$ cat src/rtl/useq_pkg.sv
package useq_pkg;
  typedef enum logic [2:0] {
    S_IDLE, S_CLR, S_SHIN, S_WR, S_WAIT, S_CAP, S_SHOUT, S_CNT
  } seq_state_t;

  localparam logic [1:0] PAT_ZERO  = 2'd0;
  localparam logic [1:0] PAT_ONE   = 2'd1;
  localparam logic [1:0] PAT_HOST  = 2'd2;
  localparam logic [1:0] PAT_CHECK = 2'd3;
endpackage

$ cat src/rtl/useq_shifter.sv
module useq_shifter #(
  parameter int CELLS = 80,
  localparam int IW = (CELLS > 1) ? $clog2(CELLS) : 1
) (
  input  logic             clk,
  input  logic             rst,
  input  logic             kill,
  input  logic             go,
  input  logic             rd_i,
  input  logic [CELLS-1:0] pat_i,
  input  logic             sdo_i,
  output logic             sclk_o,
  output logic             sdi_o,
  output logic             done_o,
  output logic             rx_v_o,
  output logic             rx_bit_o,
  output logic [IW-1:0]    rx_cell_o
);
  localparam logic [IW-1:0] LAST = IW'(CELLS - 1);

  logic          active, ph, rd_q;
  logic [IW-1:0] cnt, rxn;

  always_ff @(posedge clk) begin
    if (rst || kill) begin
      active    <= 1'b0;
      ph        <= 1'b0;
      rd_q      <= 1'b0;
      cnt       <= '0;
      rxn       <= '0;
      sclk_o    <= 1'b0;
      sdi_o     <= 1'b0;
      done_o    <= 1'b0;
      rx_v_o    <= 1'b0;
      rx_bit_o  <= 1'b0;
      rx_cell_o <= '0;
    end else begin
      done_o <= 1'b0;
      rx_v_o <= 1'b0;
      sclk_o <= active && ph;
      if (go) begin
        active <= 1'b1;
        ph     <= 1'b0;
        cnt    <= '0;
        rxn    <= '0;
        rd_q   <= rd_i;
      end else if (active) begin
        ph <= ~ph;
        if (!ph) begin
          sdi_o <= rd_q ? 1'b0 : pat_i[LAST - cnt];
        end else begin
          cnt <= cnt + 1'b1;
          if (cnt == LAST) active <= 1'b0;
        end
      end else begin
        sdi_o <= 1'b0;
      end
      if (sclk_o) begin
        rxn <= rxn + 1'b1;
        if (rxn == LAST) done_o <= 1'b1;
        if (rd_q) begin
          rx_v_o    <= 1'b1;
          rx_bit_o  <= sdo_i;
          rx_cell_o <= LAST - rxn;
        end
      end
    end
  end

  AST_SCLK_ONE_CYCLE: assert property (@(posedge clk) disable iff (rst)
    sclk_o |=> !sclk_o);
  AST_SDI_STEADY: assert property (@(posedge clk) disable iff (rst)
    (sclk_o && !$past(kill)) |-> $stable(sdi_o));
endmodule

$ cat src/rtl/useq_tally.sv
module useq_tally #(
  parameter int CELLS = 80,
  parameter int CNT_W = 16,
  localparam int EW = $clog2(CELLS + 1)
) (
  input  logic             clk,
  input  logic             rst,
  input  logic             clr_i,
  input  logic             drop_i,
  input  logic             hit_i,
  input  logic             commit_i,
  output logic [CNT_W-1:0] err_o,
  output logic [CNT_W-1:0] spill_o,
  output logic [CNT_W-1:0] bad_o
);
  localparam logic [CNT_W-1:0] MAXV = {CNT_W{1'b1}};

  logic [EW-1:0]  cyc_q;
  logic [CNT_W:0] sum;

  assign sum = {1'b0, err_o} + (CNT_W+1)'(cyc_q);

  always_ff @(posedge clk) begin
    if (rst || clr_i) begin
      cyc_q   <= '0;
      err_o   <= '0;
      spill_o <= '0;
      bad_o   <= '0;
    end else if (drop_i) begin
      cyc_q <= '0;
    end else if (commit_i) begin
      cyc_q   <= '0;
      err_o   <= sum[CNT_W] ? MAXV : sum[CNT_W-1:0];
      if (spill_o != MAXV) spill_o <= spill_o + 1'b1;
      if (cyc_q != '0 && bad_o != MAXV) bad_o <= bad_o + 1'b1;
    end else if (hit_i) begin
      cyc_q <= cyc_q + 1'b1;
    end
  end

  AST_ERR_NO_DROP: assert property (@(posedge clk) disable iff (rst)
    !clr_i |=> (err_o >= $past(err_o)));
  AST_BAD_WITHIN_SPILLS: assert property (@(posedge clk) disable iff (rst)
    bad_o <= spill_o);
endmodule

$ cat src/rtl/useq_hist.sv
module useq_hist #(
  parameter int CELLS  = 80,
  parameter int HIST_W = 16,
  localparam int IW = (CELLS > 1) ? $clog2(CELLS) : 1
) (
  input  logic              clk,
  input  logic              rst,
  input  logic              clr_we,
  input  logic [IW-1:0]     clr_addr,
  input  logic              inc_v,
  input  logic [IW-1:0]     inc_addr,
  input  logic [IW-1:0]     rd_addr,
  output logic [HIST_W-1:0] rd_data
);
  localparam logic [HIST_W-1:0] HMAX = {HIST_W{1'b1}};

  logic [HIST_W-1:0] mem [CELLS];
  logic [HIST_W-1:0] old_q;
  logic [IW-1:0]     a1_q;
  logic              v1_q;

  always_ff @(posedge clk) begin
    if (rst) v1_q <= 1'b0;
    else     v1_q <= inc_v;
  end

  always_ff @(posedge clk) begin
    if (inc_v) begin
      a1_q  <= inc_addr;
      old_q <= mem[inc_addr];
    end
  end

  always_ff @(posedge clk) begin
    if (clr_we)    mem[clr_addr] <= '0;
    else if (v1_q) mem[a1_q] <= (old_q == HMAX) ? old_q : old_q + 1'b1;
  end

  always_ff @(posedge clk) rd_data <= mem[rd_addr];

  AST_HIST_SPACED: assert property (@(posedge clk) disable iff (rst)
    inc_v |=> !inc_v);
endmodule

$ cat src/rtl/upset_seq.sv
module upset_seq
  import useq_pkg::*;
#(
  parameter int CELLS  = 80,
  parameter int COLS   = 8,
  parameter int CNT_W  = 16,
  parameter int HIST_W = 16,
  localparam int CW = (COLS > 1) ? $clog2(COLS) : 1,
  localparam int IW = (CELLS > 1) ? $clog2(CELLS) : 1
) (
  input  logic              clk,
  input  logic              rst,
  input  logic              start,
  input  logic              abort,
  input  logic [1:0]        pat_sel,
  input  logic [CELLS-1:0]  host_pat,
  input  logic [CW-1:0]     col_sel,
  input  logic              spill_end,
  input  logic              chain_sdo,
  output logic              chain_sdi,
  output logic              chain_sclk,
  output logic [CW-1:0]     chain_col,
  output logic              wr_strb,
  output logic              cap_strb,
  output logic              armed,
  output logic              busy,
  output logic              stray_spill,
  output logic [CNT_W-1:0]  err_total,
  output logic [CNT_W-1:0]  spill_total,
  output logic [CNT_W-1:0]  bad_spills,
  input  logic [IW-1:0]     hist_addr,
  output logic [HIST_W-1:0] hist_data
);
  localparam logic [IW-1:0] LAST = IW'(CELLS - 1);

  seq_state_t       state, nxt;
  logic [CELLS-1:0] check_pat, sel_pat, pat_q;
  logic [IW-1:0]    clr_cnt;
  logic             accept, go, go_rd, sh_done;
  logic             rx_v, rx_bit, mism;
  logic [IW-1:0]    rx_cell;

  for (genvar g = 0; g < CELLS; g++) begin : g_check
    assign check_pat[g] = (g % 2 == 1);
  end

  always_comb begin
    unique case (pat_sel)
      PAT_ZERO:  sel_pat = '0;
      PAT_ONE:   sel_pat = '1;
      PAT_HOST:  sel_pat = host_pat;
      default:   sel_pat = check_pat;
    endcase
  end

  assign accept = (state == S_IDLE) && start && !abort;

  always_comb begin
    nxt = state;
    unique case (state)
      S_IDLE:  if (start) nxt = S_CLR;
      S_CLR:   if (clr_cnt == LAST) nxt = S_SHIN;
      S_SHIN:  if (sh_done) nxt = S_WR;
      S_WR:    nxt = S_WAIT;
      S_WAIT:  if (spill_end) nxt = S_CAP;
      S_CAP:   nxt = S_SHOUT;
      S_SHOUT: if (sh_done) nxt = S_CNT;
      S_CNT:   nxt = S_SHIN;
      default: nxt = S_IDLE;
    endcase
    if (abort) nxt = S_IDLE;
  end

  assign go    = ((nxt == S_SHIN) && (state != S_SHIN)) ||
                 ((nxt == S_SHOUT) && (state != S_SHOUT));
  assign go_rd = (nxt == S_SHOUT);

  always_ff @(posedge clk) begin
    if (rst) begin
      state       <= S_IDLE;
      busy        <= 1'b0;
      armed       <= 1'b0;
      wr_strb     <= 1'b0;
      cap_strb    <= 1'b0;
      stray_spill <= 1'b0;
      clr_cnt     <= '0;
      pat_q       <= '0;
      chain_col   <= '0;
    end else begin
      state    <= nxt;
      busy     <= (nxt != S_IDLE);
      armed    <= (nxt == S_WAIT);
      wr_strb  <= (nxt == S_WR);
      cap_strb <= (nxt == S_CAP);
      clr_cnt  <= (state == S_CLR) ? clr_cnt + 1'b1 : '0;
      stray_spill <= (accept ? 1'b0 : stray_spill) |
                     (spill_end && (state != S_WAIT));
      if (accept) begin
        pat_q     <= sel_pat;
        chain_col <= col_sel;
      end
    end
  end

  useq_shifter #(.CELLS(CELLS)) u_shift (
    .clk(clk), .rst(rst), .kill(abort), .go(go), .rd_i(go_rd),
    .pat_i(pat_q), .sdo_i(chain_sdo), .sclk_o(chain_sclk),
    .sdi_o(chain_sdi), .done_o(sh_done), .rx_v_o(rx_v),
    .rx_bit_o(rx_bit), .rx_cell_o(rx_cell)
  );

  assign mism = rx_v && (rx_bit != pat_q[rx_cell]);

  useq_tally #(.CELLS(CELLS), .CNT_W(CNT_W)) u_tally (
    .clk(clk), .rst(rst), .clr_i(accept), .drop_i(abort), .hit_i(mism),
    .commit_i(state == S_CNT), .err_o(err_total), .spill_o(spill_total),
    .bad_o(bad_spills)
  );

  useq_hist #(.CELLS(CELLS), .HIST_W(HIST_W)) u_hist (
    .clk(clk), .rst(rst), .clr_we(state == S_CLR), .clr_addr(clr_cnt),
    .inc_v(mism), .inc_addr(rx_cell), .rd_addr(hist_addr),
    .rd_data(hist_data)
  );

  AST_WR_ONE_CYCLE: assert property (@(posedge clk) disable iff (rst)
    wr_strb |=> !wr_strb);
  AST_CAP_ONE_CYCLE: assert property (@(posedge clk) disable iff (rst)
    cap_strb |=> !cap_strb);
  AST_NO_SCLK_IN_STROBE: assert property (@(posedge clk) disable iff (rst)
    (wr_strb || cap_strb) |-> !chain_sclk);
  AST_ABORT_TO_IDLE: assert property (@(posedge clk) disable iff (rst)
    abort |=> (!busy && !armed && !wr_strb && !cap_strb));
  AST_STRAY_STICKY: assert property (@(posedge clk) disable iff (rst)
    (spill_end && state != S_WAIT) |=> stray_spill);
  AST_COL_HELD: assert property (@(posedge clk) disable iff (rst)
    (state != S_IDLE) |=> $stable(chain_col));
endmodule

$ cat config.mk
export PLATFORM = sky130hd
export DESIGN_NAME = upset_seq
export DESIGN_NICKNAME = d
export VERILOG_FILES = /design/src/rtl/useq_pkg.sv /design/src/rtl/useq_shifter.sv /design/src/rtl/useq_tally.sv /design/src/rtl/useq_hist.sv /design/src/rtl/upset_seq.sv
export SDC_FILE = /design/constraint.sdc
export NUM_CORES = 2
export LEC_CHECK = 0
export BUFFER_PORTS_ARGS = -buffer_cell sky130_fd_sc_hd__buf_4
export CAP_MARGIN = 15
export CORE_MARGIN = 10
export CORE_UTILIZATION = 45
export CTS_CLUSTER_SIZE = 40
export DETAILED_ROUTE_END_ITERATION = 10
export PLACE_DENSITY = 0.7
export SYNTH_ARGS = -nofsm -noshare
export SYNTH_HDL_FRONTEND = slang
export SYNTH_SLANG_ARGS = --single-unit
$ cat constraint.sdc
create_clock -name clk -period 6.1 [get_ports clk]
set_input_delay 0.61 -clock clk [delete_from_list [all_inputs] [get_ports clk]]
set_output_delay 0.61 -clock clk [all_outputs]
set_load 0.05 [all_outputs]
==> reports/results.tsv <==
metric	value	unit
Mapped Area	69600	µm²
Die Wd	413	µm
Clock Latency Late Sink	0.80	ns
drt wl/cell	34.1	µm
worst r2r src	state[2]	
Ports	172	
Max IR drop VDD	0.354	mV
Port Buffers	171	
Seq/Total Area, Yosys	0.619	
CP max FO	25	
Synthesis Warnings	0	
final core utilization	0.510	
EDFF count, synth	1303	
skew final	0.0368	ns
setup total negative slack	0	ns
grt ovf	0	
Post-CTS Hold Buffers	0	
top post-synthesis cells by area	edfxtp_1, mux4_2, dfxtp_1, nor2_1, a211oi_1	
worst slew pin tran	1.22	ns
number of setup buffers added after CTS	0	
FF+latch count, synth	1502	
Initial Util	0.452	
Hold/Removal Path Class	in2reg	
initial antenna violation count	15	
global-route wire length before repair	290	mm
CTS tree	yes	
post-synthesis cell type count	63	
largest net degree at the start of global routing	134	
post-CTS sizing	0	
Core Box Area	154000	µm²
hold path depth	3	
crit path capture type	flip-flop	
CP Launch Type	flip-flop	
# fillers	12100	
achievable clock frequency	237	MHz
DRT antenna net count	0	
vias	39800	
R2R Path End	u_hist.mem[50][10]	
cell count after synthesis	3605	
Die H	413	µm
row count	144	
slew margin rel.	0.188	
max cap viols	0	
Area Overhead vs Synth	12.8	%
All-Layer GR Usage	0.235	
clock sinks	1502	
Hold Vio Cnt, Final	0	
Max Slew Vio Count	0	
post-DP HPWL	124	mm
share of the synthesized area in the top cell type	0.562	
root buf cell	clkbuf_16	
vias in the first global route	39300	
die area	171000	µm²
P per Cell Area	270	nW/µm²
RSZ-0062 raised after global routing	no	
total CTS buffers	156	
WS Path Type	reg2reg	
r2r setup slk	1.87	ns
clock slew at reported path FFs	0.06	ns
vias per std cell	6.70	
Final Critical Period	4.23	ns
nets	3885	
final WL	202	mm
asr flop ratio synth	0	
final worst-path cycle share	0.693	
CTS H-Tree Depth	4	
status	finished, final reports clean	
syn_nets	3723	
Initial DRC Count	5672	
CP arrival	4.72	ns
beginning of the worst hold path	col_sel[1]	
drc violations	0	
post-route total power	21200	µW
final setup fails	0	
hold endpoint	chain_col[1]	
Worst Path Required	6.59	ns
Final Wtd Congestion	0.858	
Post-synth top flop	edfxtp_1	
Avg Synthesized Cell Area	19.3	µm²
fraction of layout cells with a size suffix above 1	0.392	
worst reg-to-reg path cell count	8	
cell taking the most area after synthesis	edfxtp_1	
drt pass-1 iters	8	
clock tree buffer depth	3	
Lkg Pwr	0.0234	µW
## routing by layer
layer  GRT usage  vias up  share of wire
met3      0.0784      387           0.13
met1       0.321    21200           0.36
met4      0.0799       16          0.036
met5           0        -        0.00051
met2       0.357     2514           0.47
li1            -    15700              -
## worst max-delay path, stage by stage (launching register included)
cell	delay, ns
dfxtp_1	0.49
nor2_1	0.13
nand2_1	0.31
nand2_2	0.60
or3_1	0.57
o31ai_1	0.11
nand2_1	0.46
nor2_2	0.86
buf_4	0.36
## kinds of logic after synthesis
logic type	Yosys count	synth area share
fa+ha+maj	20	0.00370
mux	926	0.291
xor+xnor	55	0.00692
buf+inv	309	0.0199
compound gates	218	0.0215
simple gates	575	0.0374
flops	1502	0.619
## synthesized netlist by cell type, types with 19 or more instances
cell type / instances
a211oi_1: 87
a21oi_1: 30
buf_1: 34
buf_2: 91
clkbuf_1: 132
dfxtp_1: 199
edfxtp_1: 1303
ha_1: 19
inv_1: 28
mux2_2: 36
mux4_2: 876
nand2_1: 92
nand3_1: 35
nor2_1: 257
nor3_1: 90
o21ai_0: 34
or3_1: 19
xnor2_1: 19
xor2_1: 36
## where the power goes
group	internal [µW]	switching, µW
registers	11100	42.8
clock network	5100	4030
logic	447	532
total	16600	4610
## per-stage QoR
stage	instances	worst slack [ns]	cell area, µm²	hold WS [ns]
5_1_grt	5936	1.74	78500	0.0351
4_1_cts	5933	1.90	78500	0.00360
6_report	5937	1.87	78500	0.0602
2_1_floorplan	3605	0.247	69600	0.403
3_3_place_gp	5650	2.01	73600	0.433
3_5_place_dp	5650	1.93	73600	0.444
## registers in the layout (all words and copies together), names as in the netlist, 16 cells and up
register / cells
u_tally.spill_o: 16
u_hist.old_q: 16
u_tally.bad_o: 16
u_hist.rd_data: 16
pat_q: 80
u_tally.err_o: 16
u_hist.mem: 1280
## how the worst max path moves through the flow
stage	slack, ns	from	end
5_1_grt	1.74	state[2]	u_hist.mem[52][0]
2_1_floorplan	0.25	u_hist.old_q[3]	u_hist.mem[0][8]
3_3_place_gp	2.01	state[2]	u_hist.mem[67][4]
4_1_cts	1.90	state[2]	u_hist.mem[67][4]
3_5_place_dp	1.93	state[2]	u_hist.mem[67][4]
6_report	1.87	state[2]	u_hist.mem[50][10]
## area by class of cell
cell class,count,area [µm²],area share
tap,2044,2560,0.0326
clock inverter,79,583,0.00742
sequential,1502,43100,0.549
clock buffer,204,4250,0.0541
inverter,29,109,0.00139
timing repair buffer,284,2380,0.0303
multi-input combinational,1794,25500,0.325
antenna,1,2.50,0.0000319
## cells in the final DEF (no fill, tap or decap), types with 11 or more instances in the layout
| master | netlist | routed |
|---|---|---|
| clkbuf_1 | 132 | 37 |
| clkbuf_16 | 0 | 161 |
| nand3_1 | 35 | 34 |
| o21ai_0 | 34 | 34 |
| nand2_1 | 92 | 91 |
| buf_12 | 0 | 16 |
| clkinv_2 | 0 | 29 |
| clkinv_1 | 0 | 32 |
| mux4_2 | 876 | 876 |
| nor3_1 | 90 | 89 |
| ha_1 | 19 | 19 |
| mux2_2 | 36 | 36 |
| or3_1 | 19 | 19 |
| and3_1 | 17 | 16 |
| nand2b_1 | 13 | 13 |
| xor2_1 | 36 | 36 |
| a31oi_1 | 11 | 11 |
| inv_1 | 28 | 27 |
| nor2_4 | 0 | 26 |
| a21oi_1 | 30 | 28 |
| a211oi_1 | 87 | 85 |
| nor2_1 | 257 | 166 |
| dfxtp_1 | 199 | 193 |
| buf_4 | 16 | 263 |
| mux2i_1 | 14 | 14 |
| nor2_2 | 0 | 65 |
| xnor2_1 | 19 | 19 |
| edfxtp_1 | 1303 | 1303 |
No activity file was read; power rests on OpenSTA's default activity.
